$ cat src/rtl/psq_pkg.sv
package psq_pkg;

    typedef enum logic [1:0] {
        KIND_PRIM = 2'd0,
        KIND_STD  = 2'd1,
        KIND_IMM  = 2'd2
    } op_kind_e;

    typedef struct packed {
        op_kind_e    kind;
        logic [6:0]  code;
        logic [9:0]  arg;
    } op_t;

    // payloads passed over on a skip, after the current one
    localparam int SKIP_PAYLOADS = 2;
    localparam int PAYLOAD_BYTES = 2;

    function automatic op_kind_e fmt_of(input logic [15:0] w);
        if (w[15])      return KIND_PRIM;
        else if (w[14]) return KIND_IMM;
        else            return KIND_STD;
    endfunction

    function automatic logic [1:0] slot_count(input op_kind_e k);
        case (k)
            KIND_PRIM: return 2'd3;
            KIND_STD:  return 2'd2;
            default:   return 2'd1;
        endcase
    endfunction

    function automatic op_t slot_op(input logic [15:0] w, input logic [1:0] idx);
        op_t o;
        o      = '0;
        o.kind = fmt_of(w);
        case (o.kind)
            KIND_PRIM: begin
                case (idx)
                    2'd0:    o.code = {2'b00, w[14:10]};
                    2'd1:    o.code = {2'b00, w[9:5]};
                    default: o.code = {2'b00, w[4:0]};
                endcase
            end
            KIND_STD:  o.code = (idx == 2'd0) ? w[13:7] : w[6:0];
            default: begin
                o.code = {3'b000, w[13:10]};
                o.arg  = w[9:0];
            end
        endcase
        return o;
    endfunction

endpackage

$ cat src/rtl/psq_assemble.sv
module psq_assemble #(
    parameter int BUS_W = 16
) (
    input  logic             clk,
    input  logic             rst,
    input  logic             clear,
    input  logic             take,
    input  logic [BUS_W-1:0] bus,
    output logic [15:0]      word,
    output logic             completes,
    output logic             half
);
    localparam bit NARROW = (BUS_W == 8);

    logic hi_q;

    // high byte held on the narrow path; always clear on the wide path
    always_ff @(posedge clk) begin
        if (rst || clear)
            hi_q <= 1'b0;
        else if (take)
            hi_q <= NARROW ? !hi_q : 1'b0;
    end

    assign half = hi_q;

    generate
        if (NARROW) begin : g_byte
            logic [7:0] hi_byte_q;
            always_ff @(posedge clk) begin
                if (rst)
                    hi_byte_q <= '0;
                else if (take && !hi_q)
                    hi_byte_q <= bus[7:0];
            end
            assign word      = hi_q ? {hi_byte_q, bus[7:0]} : {bus[7:0], 8'h00};
            assign completes = hi_q;
        end else begin : g_word
            assign word      = bus[15:0];
            assign completes = 1'b1;
        end
    endgenerate
endmodule

$ cat src/rtl/psq_slot_queue.sv
module psq_slot_queue
    import psq_pkg::*;
(
    input  logic        clk,
    input  logic        rst,
    input  logic        clear,
    input  logic        load,
    input  logic [15:0] load_word,
    input  logic [1:0]  load_idx,
    input  logic [1:0]  load_cnt,
    input  logic        pop,
    output logic        busy,
    output op_t         head
);
    logic [15:0] pay_q;
    logic [1:0]  nxt_q;
    logic [1:0]  pend_q;

    always_ff @(posedge clk) begin
        if (rst || clear) begin
            pay_q  <= '0;
            nxt_q  <= '0;
            pend_q <= '0;
        end else if (load) begin
            pay_q  <= load_word;
            nxt_q  <= load_idx;
            pend_q <= load_cnt;
        end else if (pop) begin
            nxt_q  <= nxt_q + 2'd1;
            pend_q <= pend_q - 2'd1;
        end
    end

    assign busy = (pend_q != 2'd0);
    assign head = slot_op(pay_q, nxt_q);
endmodule

$ cat src/rtl/psq_fetch_addr.sv
module psq_fetch_addr #(
    parameter int AW         = 16,
    parameter int STEP       = 2,
    parameter int RESET_ADDR = 0
) (
    input  logic          clk,
    input  logic          rst,
    input  logic          flush,
    input  logic [AW-1:0] flush_addr,
    input  logic          skip,
    input  logic          advance,
    input  logic          mark,
    output logic [AW-1:0] addr
);
    localparam int            SKIP_BYTES = psq_pkg::PAYLOAD_BYTES * (1 + psq_pkg::SKIP_PAYLOADS);
    localparam logic [AW-1:0] SKIP_INC   = AW'(SKIP_BYTES);
    localparam logic [AW-1:0] STEP_INC   = AW'(STEP);
    localparam logic [AW-1:0] RST_VAL    = AW'(RESET_ADDR);

    logic [AW-1:0] addr_q;
    logic [AW-1:0] base_q;

    always_ff @(posedge clk) begin
        if (rst) begin
            addr_q <= RST_VAL;
            base_q <= RST_VAL;
        end else if (flush) begin
            addr_q <= flush_addr;
        end else if (skip) begin
            addr_q <= base_q + SKIP_INC;
        end else if (advance) begin
            addr_q <= addr_q + STEP_INC;
            if (mark)
                base_q <= addr_q;
        end
    end

    assign addr = addr_q;
endmodule

$ cat src/rtl/psq_payload_seq.sv
module psq_payload_seq
    import psq_pkg::*;
#(
    parameter int BUS_W      = 16,
    parameter int AW         = 16,
    parameter int RESET_ADDR = 0
) (
    input  logic             clk,
    input  logic             rst,
    output logic             fetch_req,
    output logic [AW-1:0]    fetch_addr,
    input  logic             mem_valid,
    input  logic [BUS_W-1:0] mem_data,
    output logic             op_valid,
    output logic [1:0]       op_kind,
    output logic [6:0]       op_code,
    output logic [9:0]       op_arg,
    input  logic             skip,
    input  logic             flush,
    input  logic [AW-1:0]    flush_addr
);
    localparam int STEP = BUS_W / 8;

    logic        hold;
    logic        take;
    logic        q_busy;
    op_t         q_head;
    logic [15:0] asm_word;
    logic        asm_done;
    logic        asm_half;
    op_kind_e    fmt;
    logic [1:0]  first_idx;
    logic [1:0]  remain;
    logic        live_issue;
    op_t         live_op;
    logic        ld;
    logic        pop;
    op_t         out_op;

    assign hold      = flush | skip;
    assign fetch_req = !q_busy && !hold;
    assign take      = fetch_req && mem_valid;

    psq_assemble #(.BUS_W(BUS_W)) asm_i (
        .clk       (clk),
        .rst       (rst),
        .clear     (hold),
        .take      (take),
        .bus       (mem_data),
        .word      (asm_word),
        .completes (asm_done),
        .half      (asm_half)
    );

    always_comb begin
        fmt        = fmt_of(asm_word);
        first_idx  = (asm_half && fmt == KIND_PRIM) ? 2'd1 : 2'd0;
        remain     = slot_count(fmt) - first_idx - 2'd1;
        live_issue = 1'b0;
        ld         = 1'b0;
        live_op    = slot_op(asm_word, first_idx);
        if (take) begin
            if (asm_done) begin
                live_issue = 1'b1;
                ld         = (remain != 2'd0);
            end else begin
                live_issue = (fmt == KIND_PRIM);
            end
        end
    end

    assign pop = q_busy && !hold;

    psq_slot_queue q_i (
        .clk       (clk),
        .rst       (rst),
        .clear     (hold),
        .load      (ld),
        .load_word (asm_word),
        .load_idx  (first_idx + 2'd1),
        .load_cnt  (remain),
        .pop       (pop),
        .busy      (q_busy),
        .head      (q_head)
    );

    psq_fetch_addr #(.AW(AW), .STEP(STEP), .RESET_ADDR(RESET_ADDR)) fa_i (
        .clk        (clk),
        .rst        (rst),
        .flush      (flush),
        .flush_addr (flush_addr),
        .skip       (skip),
        .advance    (take),
        .mark       (!asm_half),
        .addr       (fetch_addr)
    );

    assign out_op   = pop ? q_head : live_op;
    assign op_valid = pop | live_issue;
    assign op_kind  = op_valid ? out_op.kind : 2'd0;
    assign op_code  = op_valid ? out_op.code : 7'd0;
    assign op_arg   = op_valid ? out_op.arg  : 10'd0;
endmodule

$ cat config.mk
export PLATFORM = sky130hd
export DESIGN_NAME = psq_payload_seq
export DESIGN_NICKNAME = d
export VERILOG_FILES = /design/src/rtl/psq_pkg.sv /design/src/rtl/psq_assemble.sv /design/src/rtl/psq_slot_queue.sv /design/src/rtl/psq_fetch_addr.sv /design/src/rtl/psq_payload_seq.sv
export SDC_FILE = /design/constraint.sdc
export NUM_CORES = 1
export LEC_CHECK = 0
export BUFFER_PORTS_ARGS = -buffer_cell sky130_fd_sc_hd__buf_2
export CAP_MARGIN = 20
export CORE_MARGIN = 5
export CORE_UTILIZATION = 32
export DETAILED_ROUTE_END_ITERATION = 7
export PLACE_DENSITY = 0.6
export REMOVE_ABC_BUFFERS = 1
export SYNTH_ARGS = -nofsm -noshare
export SYNTH_HDL_FRONTEND = slang
export SYNTH_SLANG_ARGS = --single-unit
export TNS_END_PERCENT = 100
$ cat constraint.sdc
create_clock -name clk -period 2.5 [get_ports clk]
set_clock_uncertainty 0.2 [all_clocks]
set_input_delay 0.125 -clock clk [delete_from_list [all_inputs] [get_ports clk]]
set_output_delay 0.125 -clock clk [all_outputs]
set_load 0.005 [all_outputs]
## Word-level counts from Yosys, hierarchy flattened

Index checks and enable logic that the tools add are counted.

| operators by class | value |
|---|---|
| add/subtract/negate cells | 5 |
| equal/unequal tests | 3 |
| muxes and demuxes | 24 |
| bitwise gates (word level) | 4 |
| reduce and logical (&&, ||, !) cells | 16 |

Operators by type and width:

| operator | count |
|---|---|
| two-way mux 16 bit | 3 |
| two-way mux 10 bit | 3 |
| one-hot mux 7 bit (2 select lines) | 2 |
| two-way mux 19 bit | 1 |
| two-way mux 2 bit | 9 |
| adder 16 x 2 -> 16 bit, second input constant | 1 |
| adder 16 x 3 -> 16 bit, second input constant | 1 |
| two-way mux 7 bit | 2 |
| one-hot mux 5 bit (2 select lines) | 1 |
| equality test 2 x 1 -> 1 bit, second input constant | 3 |
| logical NOT 2 bit | 3 |
| nonzero test 2 bit | 3 |
| one-hot mux 2 bit (2 select lines) | 1 |
| OR reduction 2 bit | 2 |
| subtractor 2 x 1 -> 2 bit, second input constant | 2 |
| logical AND 1 bit | 3 |
| AND reduction 3 bit | 1 |
| nonzero test 3 bit | 1 |
| adder 2 x 1 -> 2 bit, second input constant | 1 |
| logical NOT 1 bit | 2 |
| two-way mux 1 bit | 2 |
| inverter 1 bit | 2 |
| bitwise OR 1 bit | 2 |
| logical OR 1 bit | 1 |

| word-level totals | value |
|---|---|
| bits in registers | 52 |
| logic and storage cells | 57 |

## Logic depth before layout (Yosys ltp)

| depth | value |
|---|---|
| word-level depth | 8 |
| mapped depth | 8 |
| depth with buffers taken out | 7 |

## Modules after synthesis

From an unflattened synthesis, not the netlist that was laid out.

| unflattened totals | value |
|---|---|
| cell total of the unflattened synthesis | 474 |
| area, all modules | 3777.4 um^2 |

Modules (own cells, without submodules):

| module | instances | cells an instance | area an instance (um^2) | sequential area each (um^2) |
|---|---|---|---|---|
| psq_fetch_addr | 1 | 260 | 2003.2 | 640.6 |
| psq_slot_queue | 1 | 130 | 1172.4 | 400.4 |
| psq_payload_seq | 1 | 64 | 459.2 | 0.0 |
| psq_assemble | 1 | 20 | 142.6 | 0.0 |

## Least setup slack after synthesis

No wires, ideal clock.

| timing | value |
|---|---|
| path type | flip-flop to flip-flop |
| from | register fa_i.base_q[1] |
| to | register fa_i.addr_q[15] (netlist: fa_i.addr[15]) |
| library setup time | 0.062 ns |
| arrival | 1.654 ns |
| data required time | 2.238 ns |
| slack | 0.584 ns |
| stages on the path, launching flop included | 8 |
| period minus slack after synthesis | 1.916 ns |
| path through | dfxtp_1 inv_1 ha_1 nand2b_1 nor4_1 mux2i_1 o2111ai_1 nand3_1 |

| between the ends | value |
|---|---|
| longest elaborated chain between the ends | 3 |

RTL lines:

| element | line | source |
|---|---|---|
| start, declared | psq_fetch_addr.sv:21 | `logic [AW-1:0] base_q;` |
| start signal, assigned | psq_fetch_addr.sv:34 | `base_q <= addr_q;` |
| adder 16 x 3 -> 16 bit | psq_fetch_addr.sv:30 | `addr_q <= base_q + SKIP_INC;` |
| two-way mux 16 bit | psq_fetch_addr.sv:29 | `end else if (skip) begin` |
| two-way mux 16 bit | psq_fetch_addr.sv:27 | `end else if (flush) begin` |
| end signal, assigned | psq_fetch_addr.sv:28 | `addr_q <= flush_addr;` |
| end signal, assigned | psq_fetch_addr.sv:30 |  |
| end signal, assigned | psq_fetch_addr.sv:32 | `addr_q <= addr_q + STEP_INC;` |
| end, declared | psq_fetch_addr.sv:20 | `logic [AW-1:0] addr_q;` |

No other way between the ends.
A chain may end at the register's enable or synchronous reset.

## Worst setup path after layout

| timing | value |
|---|---|
| from | register q_i.pend_q[0] |
| to | output port op_code[5] |

| between the ends | value |
|---|---|
| longest elaborated chain between the ends | 7 |
| elaborated cells between the ends (all ways) | 9 |
| those cells by class | 3 x mux; 1 x bitwise; 5 x reduce/logical |

RTL lines:

| element | line | source |
|---|---|---|
| start, declared | psq_slot_queue.sv:17 | `logic [1:0] pend_q;` |
| start signal, assigned | psq_slot_queue.sv:27 | `pend_q <= load_cnt;` |
| start signal, assigned | psq_slot_queue.sv:30 | `pend_q <= pend_q - 2'd1;` |
| nonzero test 2 bit (*) | psq_slot_queue.sv:34 | `assign busy = (pend_q != 2'd0);` |
| logical NOT 1 bit | psq_payload_seq.sv:41 | `assign fetch_req = !q_busy && !hold;` |
| logical AND 1 bit | psq_payload_seq.sv:41 |  |
| logical AND 1 bit | psq_payload_seq.sv:42 | `assign take = fetch_req && mem_valid;` |
| two-way mux 1 bit | psq_payload_seq.sv:62 | `if (take) begin` |
| bitwise OR 1 bit | psq_payload_seq.sv:99 | `assign op_valid = pop \| live_issue;` |
| two-way mux 7 bit (*) | psq_payload_seq.sv:101 | `assign op_code = op_valid ? out_op.code : 7'd0;` |
| end, declared | psq_payload_seq.sv:16 | `output logic [6:0] op_code,` |

Every way passes the cells marked *; elsewhere a longest branch is shown, timed or not.

==> out/results.ini <==
[global_route]
track_usage_pct = 16.5
grt_antenna_before_repair = 0
gr-total-overflow = 0
grt_pass1_vias = 3484
grt_pass1_wl_mm = 17.5
grt_max_degree = 26

[clocking]
cts.htree.levels = 2
clk_pin_slew_ns = 0.11
cts_made_buffers = 5
cts_root_buf = clkbuf_8
clockBufferDepth = 2
clock_latency_ns = 0.32
cts_tree = built
cts.sinks = 52

[layout]
fill_cells = 1065
num-nets-final = 583
multi_input_area_um2 = 2130
final_common_cell = nand2_1
area_delta_synth_final_pct = 27.3
mostFrequentLayoutCells = 87 x nand2_1, 73 x buf_2, 52 x dfxtp_1
drive_gt1_share_pct = 20.7
ff_latch_area_um2 = 1040
diodes = 0
final_util_pct = 41.5
fin_area_um2 = 4240
final-instance-count-excl-fill = 677

[critical_path]
end_kind = output port
r2r_setup_slack_ns = 0.19
path_class = reg2out
crit_fanout = 6
crit_path_start_kind = flop
critPathMaxStageDelay_ns = 0.40
endpoint = op_code[5]
required_ns = 2.17
r2r-end = q_i.pend_q[0]$_SDFFE_PP0P_
path_cells = inv_1 > ha_1 > or3_4 > or3_1 > o21ai_0 > buf_2
crit_slowest_cell = or3_4
critPathArrivalTime_ns = 2.04
r2r-start = q_i.pend_q[0]$_SDFFE_PP0P_
reg2reg_depth = 8
startpoint = q_i.pend_q[0]$_SDFFE_PP0P_

[routing]
vias = 3554
wl_met2_mm = 4.76
top_layer = met4
drt_pass1_iterations = 5
wl_per_cell_um = 15.6
wl_mm = 10.5
met1Wirelength_mm = 4.89
post-route-drc-count = 0
route.met3.wl_um = 761
drtIter0Drc = 262
antenna_left = 0
vias_per_cell = 5.25

[sta]
hold_ws_ns = 0.0192
worst_pin_slew_ns = 0.671
min_period_ns = 2.36
relSlewSlack_pct = 55.1
layout_setup_ws_ns = 0.137
fin_crit_sh_pct = 94.5
max_freq_ghz = 0.423
rsz0062_at_grt = no
setup_violations = 0
hold_viol = 0
finalMaxSlewViolations = 0
fin_tns_setup_ns = 0

[outcome]
status = finished, final reports clean

[yosys]
yosys.area.top_type = dfxtp_1
synth_edf_count = 0
synth_area_leaders = dfxtp_1 31%, nand2_1 9.9%, a21oi_1 7.5%, mux2i_1 4.2%, nor2_1 3.7%
ys_warn_count = 0
synth_top_area_share_pct = 31.2
ys_ff_latch = 52
synth_area_um2 = 3330
async_flop_share_pct = 0
synth_cells = 446
synth-seq-area-share_pct = 31.2
syn_avg_cell_area_um2 = 7.47
ys_types = 57
synthFlopType = dfxtp_1

[power_and_ir_drop]
cellPowerDensity_nw_per_um2 = 400
worst_ir_drop_vdd_mv = 0.267
power_mw = 1.70
p_leak_nw = 1.68

[die]
io_pins = 74
rows = 37
coreArea_um2 = 10200
die_area_um2 = 12600
die_h_um = 112
die_x_um = 112
initial_core_util_pct = 32.6

[placement]
placed_area_um2 = 3830
routabilityCongestion = 0.912
placed_cells = 641
pre_cts_slack_ns = 0.245
dp_hpwl_mm = 7.75
numPortBuffers = 73

[job]
maxCapViolCount = 0

[min_path]
hold_class = in2reg

==> power by group <==
part           leakage [nW]  total [mW]  switching [mW]  internal, mW
combinational          1.21       0.296           0.159         0.137
sequential            0.423       0.887          0.0344         0.853
clock                0.0487       0.513           0.308         0.205
total                  1.68        1.70           0.501          1.20
==> Yosys cell counts, drive strengths merged (5+ instances only) <==
| library cell | number |
|---|---|
| xnor2 | 10 |
| a21oi | 50 |
| nor2b | 8 |
| o211ai | 5 |
| inv | 13 |
| clkbuf | 14 |
| mux2i | 14 |
| and2 | 7 |
| nor2 | 35 |
| o2bb2ai | 6 |
| a211oi | 6 |
| nor3 | 11 |
| nand4 | 5 |
| xor2 | 9 |
| ha | 6 |
| dfxtp | 52 |
| or3 | 5 |
| buf | 14 |
| a22o | 7 |
| nand2 | 88 |
| nand3 | 13 |
| o21ai | 17 |
| nor4 | 7 |
==> registers in the layout, summed over array words and instances (netlist names) <==
signal       count
fa_i.addr       16
fa_i.base_q     16
q_i.nxt_q        2
q_i.pay_q       16
q_i.pend_q       2
==> worst max-delay path, delay by kind of cell, from the launching register on <==
| family | cells | cell delay (ns) |
|---|---|---|
| adder cells (fa/ha/maj) | 1 | 0.22 |
| buffers and inverters | 2 | 0.20 |
| AO/OA/AOI/OAI | 1 | 0.21 |
| flip-flops | 1 | 0.32 |
| AND/OR/NAND/NOR | 2 | 0.77 |
==> cells by family (layout without fill, tap and decap cells) <==
logic type | Yosys count | in the layout | share of synthesized area [%]
compound gates | 124 | 124 | 24.4
xor+xnor | 19 | 19 | 4.99
fa+ha+maj | 6 | 6 | 2.25
mux | 14 | 14 | 4.20
simple gates | 190 | 190 | 27.3
flops | 52 | 52 | 31.2
buf+inv | 41 | 136 | 5.63
==> repair_timing <==
action	in CTS	in global routing
endpoints found under the setup margin	11	17
endpoints found under the hold margin	33	0
gates cloned	0	0
gates resized for setup	0	7
hold buffers	26	0
buffers inserted	2	0
pin swaps	1	0
==> layout make-up <==
class / instances / share of cell area, %
multi-input combinational: 353 / 50.2
sequential: 52 / 24.5
timing repair buffer: 115 / 17.9
tap: 136 / 4.01
clock buffer: 5 / 1.62
inverter: 13 / 1.15
clock inverter: 3 / 0.619
==> worst min-delay path by stage <==
stage	start	cells after the start	slack [ns]	endpoint
floorplan	rst	1	-0.006	fa_i.addr[2]$_SDFFE_PP0P_
global placement	flush_addr[0]	3	0.17	fa_i.addr[0]$_SDFFE_PP0P_
detailed placement	flush_addr[0]	3	0.17	fa_i.addr[0]$_SDFFE_PP0P_
CTS	flush_addr[12]	4	0.01	fa_i.addr[12]$_SDFFE_PP0P_
global route	flush_addr[12]	4	0.04	fa_i.addr[12]$_SDFFE_PP0P_
finish	flush_addr[12]	4	0.02	fa_i.addr[12]$_SDFFE_PP0P_
==> layer usage <==
metal | vias up | global-route usage, %
met5 | - | 0
met3 | 13 | 2.86
li1 | 1773 | -
met1 | 1630 | 23.0
met4 | 0 | 4.25
met2 | 138 | 26.6
No activity file was read; power rests on OpenSTA's default activity.
